`config.mk`:
```
export PLATFORM = sky130hd
export DESIGN_NAME = rr_burst_arbiter
export DESIGN_NICKNAME = d
export VERILOG_FILES = /design/src/rtl/rr_arb_pkg.sv /design/src/rtl/rr_rst_sync.sv /design/src/rtl/rr_burst_tracker.sv /design/src/rtl/rr_next_pick.sv /design/src/rtl/rr_burst_arbiter.sv
export SDC_FILE = /design/constraint.sdc
export NUM_CORES = 1
export LEC_CHECK = 0
export ABC_AREA = 1
export ABC_CLOCK_PERIOD_IN_PS = 1500
export BUFFER_PORTS_ARGS = -buffer_cell sky130_fd_sc_hd__buf_2
export CORE_MARGIN = 2
export CORE_UTILIZATION = 41
export DETAILED_ROUTE_END_ITERATION = 10
export PLACE_DENSITY_LB_ADDON = 0.08
export SETUP_SLACK_MARGIN = 0.2
export SYNTH_ARGS = -nofsm -noshare
export SYNTH_HDL_FRONTEND = slang
export SYNTH_SLANG_ARGS = --single-unit
```
`constraint.sdc`:
```
create_clock -name clk -period 1.5 [get_ports clk]
set_input_delay 0.225 -clock clk [delete_from_list [all_inputs] [get_ports clk]]
set_output_delay 0.225 -clock clk [all_outputs]
set_load 0.01 [all_outputs]
```
`src/rtl/rr_arb_pkg.sv`:
```
package rr_arb_pkg;

  typedef enum logic [1:0] {
    XFER_IDLE   = 2'b00,
    XFER_BUSY   = 2'b01,
    XFER_NONSEQ = 2'b10,
    XFER_SEQ    = 2'b11
  } xfer_e;

  localparam logic [2:0] BT_SINGLE = 3'b000;
  localparam logic [2:0] BT_INCR   = 3'b001;

  // Wide enough for 15 remaining beats of a 16-beat burst
  localparam int BEAT_W = 4;
  typedef logic [BEAT_W-1:0] beat_t;

  // Beats that remain after the opening beat of a fixed burst
  function automatic beat_t beats_after_first(input logic [2:0] bt);
    case (bt[2:1])
      2'b01:   return beat_t'(3);
      2'b10:   return beat_t'(7);
      2'b11:   return beat_t'(15);
      default: return beat_t'(0);
    endcase
  endfunction

endpackage

```
`src/rtl/rr_rst_sync.sv`:
```
module rr_rst_sync (
  input  logic clk,
  input  logic rst_n,
  output logic rst_n_sync
);
  logic [1:0] stage_q;

  always_ff @(posedge clk or negedge rst_n) begin
    if (!rst_n) stage_q <= 2'b00;
    else        stage_q <= {stage_q[0], 1'b1};
  end

  assign rst_n_sync = stage_q[1];
endmodule

```
`src/rtl/rr_burst_tracker.sv`:
```
module rr_burst_tracker
  import rr_arb_pkg::*;
(
  input  logic       clk,
  input  logic       rst_n,
  input  logic       bus_ready,
  input  logic [1:0] bus_trans,
  input  logic [2:0] bus_burst,
  input  logic       owner_req,
  output logic       open_q,
  output logic       incr_q,
  output logic       handover
);
  beat_t left_q, left_d;
  logic  open_d, incr_d;
  logic  beat_ok, opening;

  always_comb begin
    beat_ok  = bus_ready && bus_trans[1];
    opening  = !open_q && bus_ready && (bus_trans == XFER_NONSEQ);
    open_d   = open_q;
    incr_d   = incr_q;
    left_d   = left_q;
    handover = 1'b0;
    if (!open_q) begin
      if (opening) begin
        if (bus_burst == BT_SINGLE) begin
          handover = 1'b1;
        end else if (bus_burst == BT_INCR) begin
          open_d = 1'b1;
          incr_d = 1'b1;
        end else begin
          open_d = 1'b1;
          incr_d = 1'b0;
          left_d = beats_after_first(bus_burst);
        end
      end
    end else if (incr_q) begin
      if (!owner_req) begin
        handover = 1'b1;
        open_d   = 1'b0;
        incr_d   = 1'b0;
      end
    end else if (beat_ok) begin
      if (left_q == beat_t'(1)) begin
        handover = 1'b1;
        open_d   = 1'b0;
      end
      left_d = left_q - beat_t'(1);
    end
  end

  always_ff @(posedge clk or negedge rst_n) begin
    if (!rst_n) begin
      open_q <= 1'b0;
      incr_q <= 1'b0;
      left_q <= '0;
    end else begin
      open_q <= open_d;
      incr_q <= incr_d;
      left_q <= left_d;
    end
  end
endmodule

```
`src/rtl/rr_next_pick.sv`:
```
module rr_next_pick #(
  parameter int N_MASTERS = 4,
  localparam int IDX_W = (N_MASTERS > 1) ? $clog2(N_MASTERS) : 1
) (
  input  logic [N_MASTERS-1:0] req,
  input  logic [IDX_W-1:0]     cur,
  output logic [IDX_W-1:0]     pick
);
  always_comb begin
    logic found;
    found = 1'b0;
    pick  = cur;
    for (int step = 1; step <= N_MASTERS; step++) begin
      int cand;
      cand = int'(cur) + step;
      if (cand >= N_MASTERS) cand = cand - N_MASTERS;
      if (!found && req[cand]) begin
        found = 1'b1;
        pick  = IDX_W'(cand);
      end
    end
  end
endmodule

```
`src/rtl/rr_burst_arbiter.sv`:
```
module rr_burst_arbiter
  import rr_arb_pkg::*;
#(
  parameter int N_MASTERS = 4,
  localparam int IDX_W = (N_MASTERS > 1) ? $clog2(N_MASTERS) : 1
) (
  input  logic                 clk,
  input  logic                 rst_n,
  input  logic [N_MASTERS-1:0] req,
  input  logic                 bus_ready,
  input  logic [1:0]           bus_trans,
  input  logic [2:0]           bus_burst,
  output logic [N_MASTERS-1:0] grant,
  output logic [IDX_W-1:0]     owner
);
  logic             rst_n_int;
  logic             trk_open, trk_incr, trk_handover;
  logic [IDX_W-1:0] owner_q, owner_d, pick;

  rr_rst_sync u_rst (.clk(clk), .rst_n(rst_n), .rst_n_sync(rst_n_int));

  rr_burst_tracker u_trk (
    .clk(clk), .rst_n(rst_n_int),
    .bus_ready(bus_ready), .bus_trans(bus_trans), .bus_burst(bus_burst),
    .owner_req(req[owner_q]),
    .open_q(trk_open), .incr_q(trk_incr), .handover(trk_handover)
  );

  rr_next_pick #(.N_MASTERS(N_MASTERS)) u_pick (.req(req), .cur(owner_q), .pick(pick));

  always_comb begin
    owner_d = owner_q;
    if (trk_handover) owner_d = pick;
  end

  always_ff @(posedge clk or negedge rst_n_int) begin
    if (!rst_n_int) owner_q <= '0;
    else            owner_q <= owner_d;
  end

  for (genvar g = 0; g < N_MASTERS; g++) begin : g_grant
    assign grant[g] = (owner_q == IDX_W'(g));
  end

  assign owner = owner_q;
endmodule

```
==> results of run 1 <==
-- layer usage --
layer | share of wire [%] | track usage, %
met2 | 48 | 32.0
met4 | 1.8 | 8.11
met1 | 46 | 26.0
met3 | 3.8 | 7.04
met5 | 0 | 0
-- report_power, final --
group          switching [mW]  internal (mW)
sequential              0.113          0.388
combinational            1.17          0.998
clock                   0.102          0.148
-- flip-flops by register name (all words and copies together), names as in the netlist --
register       cells
owner              2
u_rst.stage_q      2
u_trk.incr_q       1
u_trk.left_q       4
u_trk.open_q       1
-- what timing repair did --
item	CTS	global route
hold buffers	1	0
hold endpoints to repair	2	0
setup buffers	5	6
setup endpoints to repair	8	11
gates resized for setup	19	11
pin swaps	12	7
-- stage by stage --
step | instance area, um2 | instances | hold slack, ns | worst slack (ns) | util, %
2_1_floorplan | 830 | 115 | -0.0706 | 0.0605 | -
3_5_place_dp | 968 | 160 | 0.0140 | 0.0484 | 54.3
6_report | 1250 | 176 | 0.140 | 0.0797 | 69.9
4_1_cts | 1150 | 170 | 0.159 | 0.0984 | 64.3
3_3_place_gp | 968 | 160 | 0.0104 | 0.0992 | 54.3
5_1_grt | 1250 | 176 | 0.169 | -0.0388 | 69.9
-- Yosys cell counts (all sizes together) --
| library cell | n |
|---|---|
| nand2 | 37 |
| clkinv | 1 |
| a31o | 1 |
| xor2 | 1 |
| a21oi | 3 |
| inv | 16 |
| nor2 | 10 |
| o21ai | 8 |
| a22oi | 1 |
| a31oi | 2 |
| nand3 | 16 |
| ha | 6 |
| nand4 | 2 |
| dfrtp | 10 |
| conb | 1 |
-- cell type report --
cell class                 count  area [um2]
inverter                      17        75.1
clock buffer                   4        36.3
tap                           25        31.3
sequential                    10         253
fill                         136         537
timing repair buffer          32         236
multi-input combinational     88         614
-- placed cells by master (no fill, tap or decap) --
cell type       n
a21oi_1         3
nor2_1          8
inv_6           1
o21ai_0         4
nand2_1        24
o21ai_1         3
ha_1            2
buf_6           7
nand2_4         3
conb_1          1
nand3_4         3
dfrtp_1         8
clkbuf_8        1
xor2_1          1
dfrtp_2         2
a22oi_2         1
clkbuf_4        3
o21ai_2         1
inv_4           2
buf_4          11
a31o_1          1
nand3_2         5
inv_2           1
nand2_2        10
buf_2          13
dlygate4sd3_1   1
nand4_1         2
a31oi_1         2
ha_4            4
inv_1          12
nand3_1         8
nor2_2          2
clkinv_2        1
-- kinds of logic after synthesis --
kind of cell,share of synthesized area (%)
simple gates,38.7
compound gates,11.0
buf+inv,7.99
other cells,0.470
flops,31.3
xor+xnor,1.10
fa+ha+maj,9.40
-- final timing paths --
kind                                        from               to  slack [ns]  depth (start not counted)
worst max register to register          owner[0]         owner[1]        0.08                          9
max in group asynchronous       u_rst.stage_q[1]         owner[0]        1.08                          0
worst max-delay path                    owner[0]         owner[1]        0.08                          9
min in group clk                    bus_burst[2]  u_trk.left_q[2]        0.23                          3
worst min-delay path            u_rst.stage_q[1]  u_trk.left_q[2]        0.14                          0
worst min register to register  u_rst.stage_q[1]  u_trk.left_q[2]        0.14                          0
-- critical path: stages (launching register included) --
cell and delay [ns]:
dfrtp_2 0.41, inv_4 0.06, ha_4 0.30, inv_6 0.05, buf_4 0.12, buf_4 0.12, nand4_1 0.09, nand2_1 0.07
nand2_1 0.06, nand2_1 0.04
==> flow_metrics.tcl, run 1 <==
set metrics [dict create \
    cp.required_ns 1.67 \
    power.density_nw_per_um2 2340 \
    power_mw 2.92 \
    pin_count 18 \
    avgSynthCellArea_um2 6.94 \
    vias 853 \
    track_usage_pct 20.5 \
    ys_ff_latch 10 \
    nets 170 \
    grt_max_degree 10 \
    worstSkewPairLatency_ns 0.27 \
    start_util_pct 44.8 \
    postSynthNetCount 133 \
    end_kind "register" \
    layout_min_cycle_time_ns 1.42 \
    drt_iter0_markers 7 \
    ant_nets 0 \
    crit_path_start_kind "register" \
    ys_types 21 \
    path_max_fanout 5 \
    period_share_pct 94.7 \
    die_x_um 48.1 \
    hold_viol 0 \
    drc 0 \
    rsz0062_at_grt "true" \
    syn2layout_area_growth_pct 56.1 \
    grt_overflow_total 0 \
    wl_mm 2.06 \
    dpl.hpwl_mm 1.46 \
    grt_pass1_wl_mm 3.31 \
    synth_area_leaders "dfrtp_1 (31%), nand2_1 (14%), ha_1 (9.4%)" \
    cts_tree "done" \
    first_global_vias 803 \
    drv_slew 0 \
    crit_type "reg2reg" \
    path_clk_slew_ns 0.07 \
    skew_ns 0.00347 \
    viasPerCell 4.85 \
    netlist.area_leader.share_pct 31.3 \
    rows 15 \
    clockBufferDepth 2 \
    ir_drop_mv 1.44 \
    clkSinkCount 10 \
    dieHeight_um 48.1 \
    maxCapViolCount 0 \
    synthCells 115 \
    yosys_warnings 0 \
    ys_seq_area_share_pct 31.3 \
    cp_data_arrival_time_ns 1.59 \
    antenna_found_initial 0 \
    drive_gt1_share_pct 47.0 \
    numCtsBuffers 3 \
    die_area_um2 2320 \
    p_leak_nw 0.639 \
    finalSetupViolations 0 \
    drt-pass1-iter-count 4 \
    fin_tns_setup_ns 0 \
    coreArea_um2 1780 \
    root_buffer "clkbuf_4" \
    gp_congestion 0.859 \
    syn_area_um2 798 \
    synth_area_leader_cell "dfrtp_1" \
    hp-class "reg2async" \
    fmax_mhz 704 \
    n_antenna_cell 0 \
    io_buffers 17 \
    htreeDepth 1 \
    wire_per_inst_um 11.7 \
    outcome "completed" \
]
Note: power is estimated with default switching activity, not from simulation.
==> run 2, diff against run 1 <==
--- a/config.mk
+++ b/config.mk
@@ -7,7 +7,7 @@
 export LEC_CHECK = 0
 export ABC_AREA = 1
 export ABC_CLOCK_PERIOD_IN_PS = 1500
-export BUFFER_PORTS_ARGS = -buffer_cell sky130_fd_sc_hd__buf_2
+export BUFFER_PORTS_ARGS = -buffer_cell sky130_fd_sc_hd__buf_4
 export CORE_MARGIN = 2
 export CORE_UTILIZATION = 41
 export DETAILED_ROUTE_END_ITERATION = 10
==> flow_metrics.tcl, run 2 (same netlist as run 1, synthesis figures left out) <==
set metrics [dict create \
    hp-class "reg2async" \
    wire_per_inst_um 11.9 \
    fill_cells 146 \
    numCtsBuffers 3 \
    clockBufferDepth 2 \
    path_max_fanout 4 \
    ir_drop_mv 1.26 \
    start_util_pct 44.8 \
    cts_tree "done" \
    gp_congestion 0.843 \
    pin_count 18 \
    crit_type "reg2reg" \
    dpl.hpwl_mm 1.49 \
    drv_slew 0 \
    grt-busiest-layer "met2" \
    drc 0 \
    grt_pass1_wl_mm 3.11 \
    maxCapViolCount 0 \
    rrSetupSlack_ns 0.06 \
    io_buffers 17 \
    drt-pass1-iter-count 4 \
    p_leak_nw 0.620 \
    drt_iter0_markers 19 \
    outcome "completed" \
    finalSetupViolations 0 \
    hold_viol 0 \
    worst_hold_slack_ns 0.133 \
    ant_nets 0 \
    cp.required_ns 1.64 \
    use_met2_pct 32.0 \
    drive_gt1_share_pct 45.6 \
    worstSkewPairLatency_ns 0.26 \
    die_area_um2 2320 \
    cp_data_arrival_time_ns 1.59 \
    power.density_nw_per_um2 2240 \
    antenna_found_initial 0 \
    most-common-layout-cells "nand2_1 (24), buf_4 (21), inv_1 (11), nand2_2 (11)" \
    final_common_cell "nand2_1" \
    fin_tns_setup_ns 0 \
    nets 167 \
    largest-register "u_trk.left_q" \
    place_inst 160 \
    root_buffer "clkbuf_4" \
    track_usage_pct 20.1 \
    wl_mm 2.05 \
    rows 15 \
    period_share_pct 96.3 \
    grt_use_met1_pct 26.9 \
    use_met3_pct 5.56 \
    largest_reg_flops 4 \
    power_mw 2.73 \
    dieHeight_um 48.1 \
    n_antenna_cell 0 \
    first_global_vias 742 \
    grt_max_degree 10 \
    coreArea_um2 1780 \
    viasPerCell 4.89 \
    htreeDepth 1 \
    crit_path_start_kind "register" \
    grt_overflow_total 0 \
    fmax_mhz 692 \
    syn2layout_area_growth_pct 52.8 \
    clkSinkCount 10 \
    path_clk_slew_ns 0.06 \
    fin_cells 172 \
    skew_ns 0.000476 \
    layout_min_cycle_time_ns 1.44 \
    rsz0062_at_grt "true" \
    end_kind "register" \
    vias 841 \
    die_x_um 48.1 \
]
## run 2: cell types whose count changed in the layout (fill, tap and decap cells not counted), sizes merged
cell and delta:
buf -3, clkbuf -1
## run 2: cell type report
cell class | count | area [um2] | share of cell area (%)
inverter | 17 | 72.6 | 5.95
timing repair buffer | 29 | 246 | 20.2
tap | 25 | 31.3 | 2.56
multi-input combinational | 88 | 594 | 48.7
sequential | 10 | 253 | 20.7
clock buffer | 3 | 22.5 | 1.85
## run 2: final timing paths
path | startpoint | cells past startpoint | endpoint
hold / removal | u_rst.stage_q[1] | 0 | u_trk.incr_q
min in group clk | bus_burst[2] | 3 | u_trk.left_q[2]
setup / recovery | owner[0] | 11 | owner[1]
max in group asynchronous | u_rst.stage_q[1] | 0 | owner[1]
setup reg to reg | owner[0] | 11 | owner[1]
hold reg to reg | u_rst.stage_q[1] | 0 | u_trk.incr_q
## run 2: through the flow
| stage | util [%] | area [um2] | worst slack (ns) |
|---|---|---|---|
| global placement | 56.7 | 1010 | 0.0992 |
| floorplan | - | 830 | 0.0605 |
| detailed placement | 56.7 | 1010 | 0.0727 |
| CTS | 65.6 | 1170 | 0.114 |
| global route | 68.4 | 1220 | 0.00424 |
| finish | 68.4 | 1220 | 0.0557 |
## run 2: critical path: stages (launching register included)
cell	delay (ns)
dfrtp_2	0.40
inv_4	0.06
ha_4	0.29
inv_4	0.05
nand3_2	0.07
nand2_4	0.08
nand2_4	0.08
nand2_2	0.05
nand2_1	0.06
nand2_1	0.06
nand2_1	0.06
nand2_1	0.05
## run 2: repair_timing
| item | 4_1_cts | 5_1_grt |
|---|---|---|
| hold buffers | 1 | 0 |
| hold endpoints to repair | 2 | 0 |
| pin swaps | 8 | 4 |
| gates resized for setup | 18 | 9 |
| buffers inserted | 6 | 2 |
| setup endpoints to repair | 6 | 12 |
## run 2: routing by layer
layer | wire, um | vias up
li1 | - | 436
met2 | 981 | 24
met3 | 116 | 2
met4 | 10 | 0
met5 | 0 | -
met1 | 940 | 379
## run 2: power by group
| part | internal (mW) | switching, mW | leakage [nW] | total (mW) |
|---|---|---|---|---|
| sequential | 0.389 | 0.112 | 0.117 | 0.500 |
| clock | 0.0919 | 0.0786 | 0.0138 | 0.171 |
| combinational | 0.904 | 1.16 | 0.489 | 2.06 |
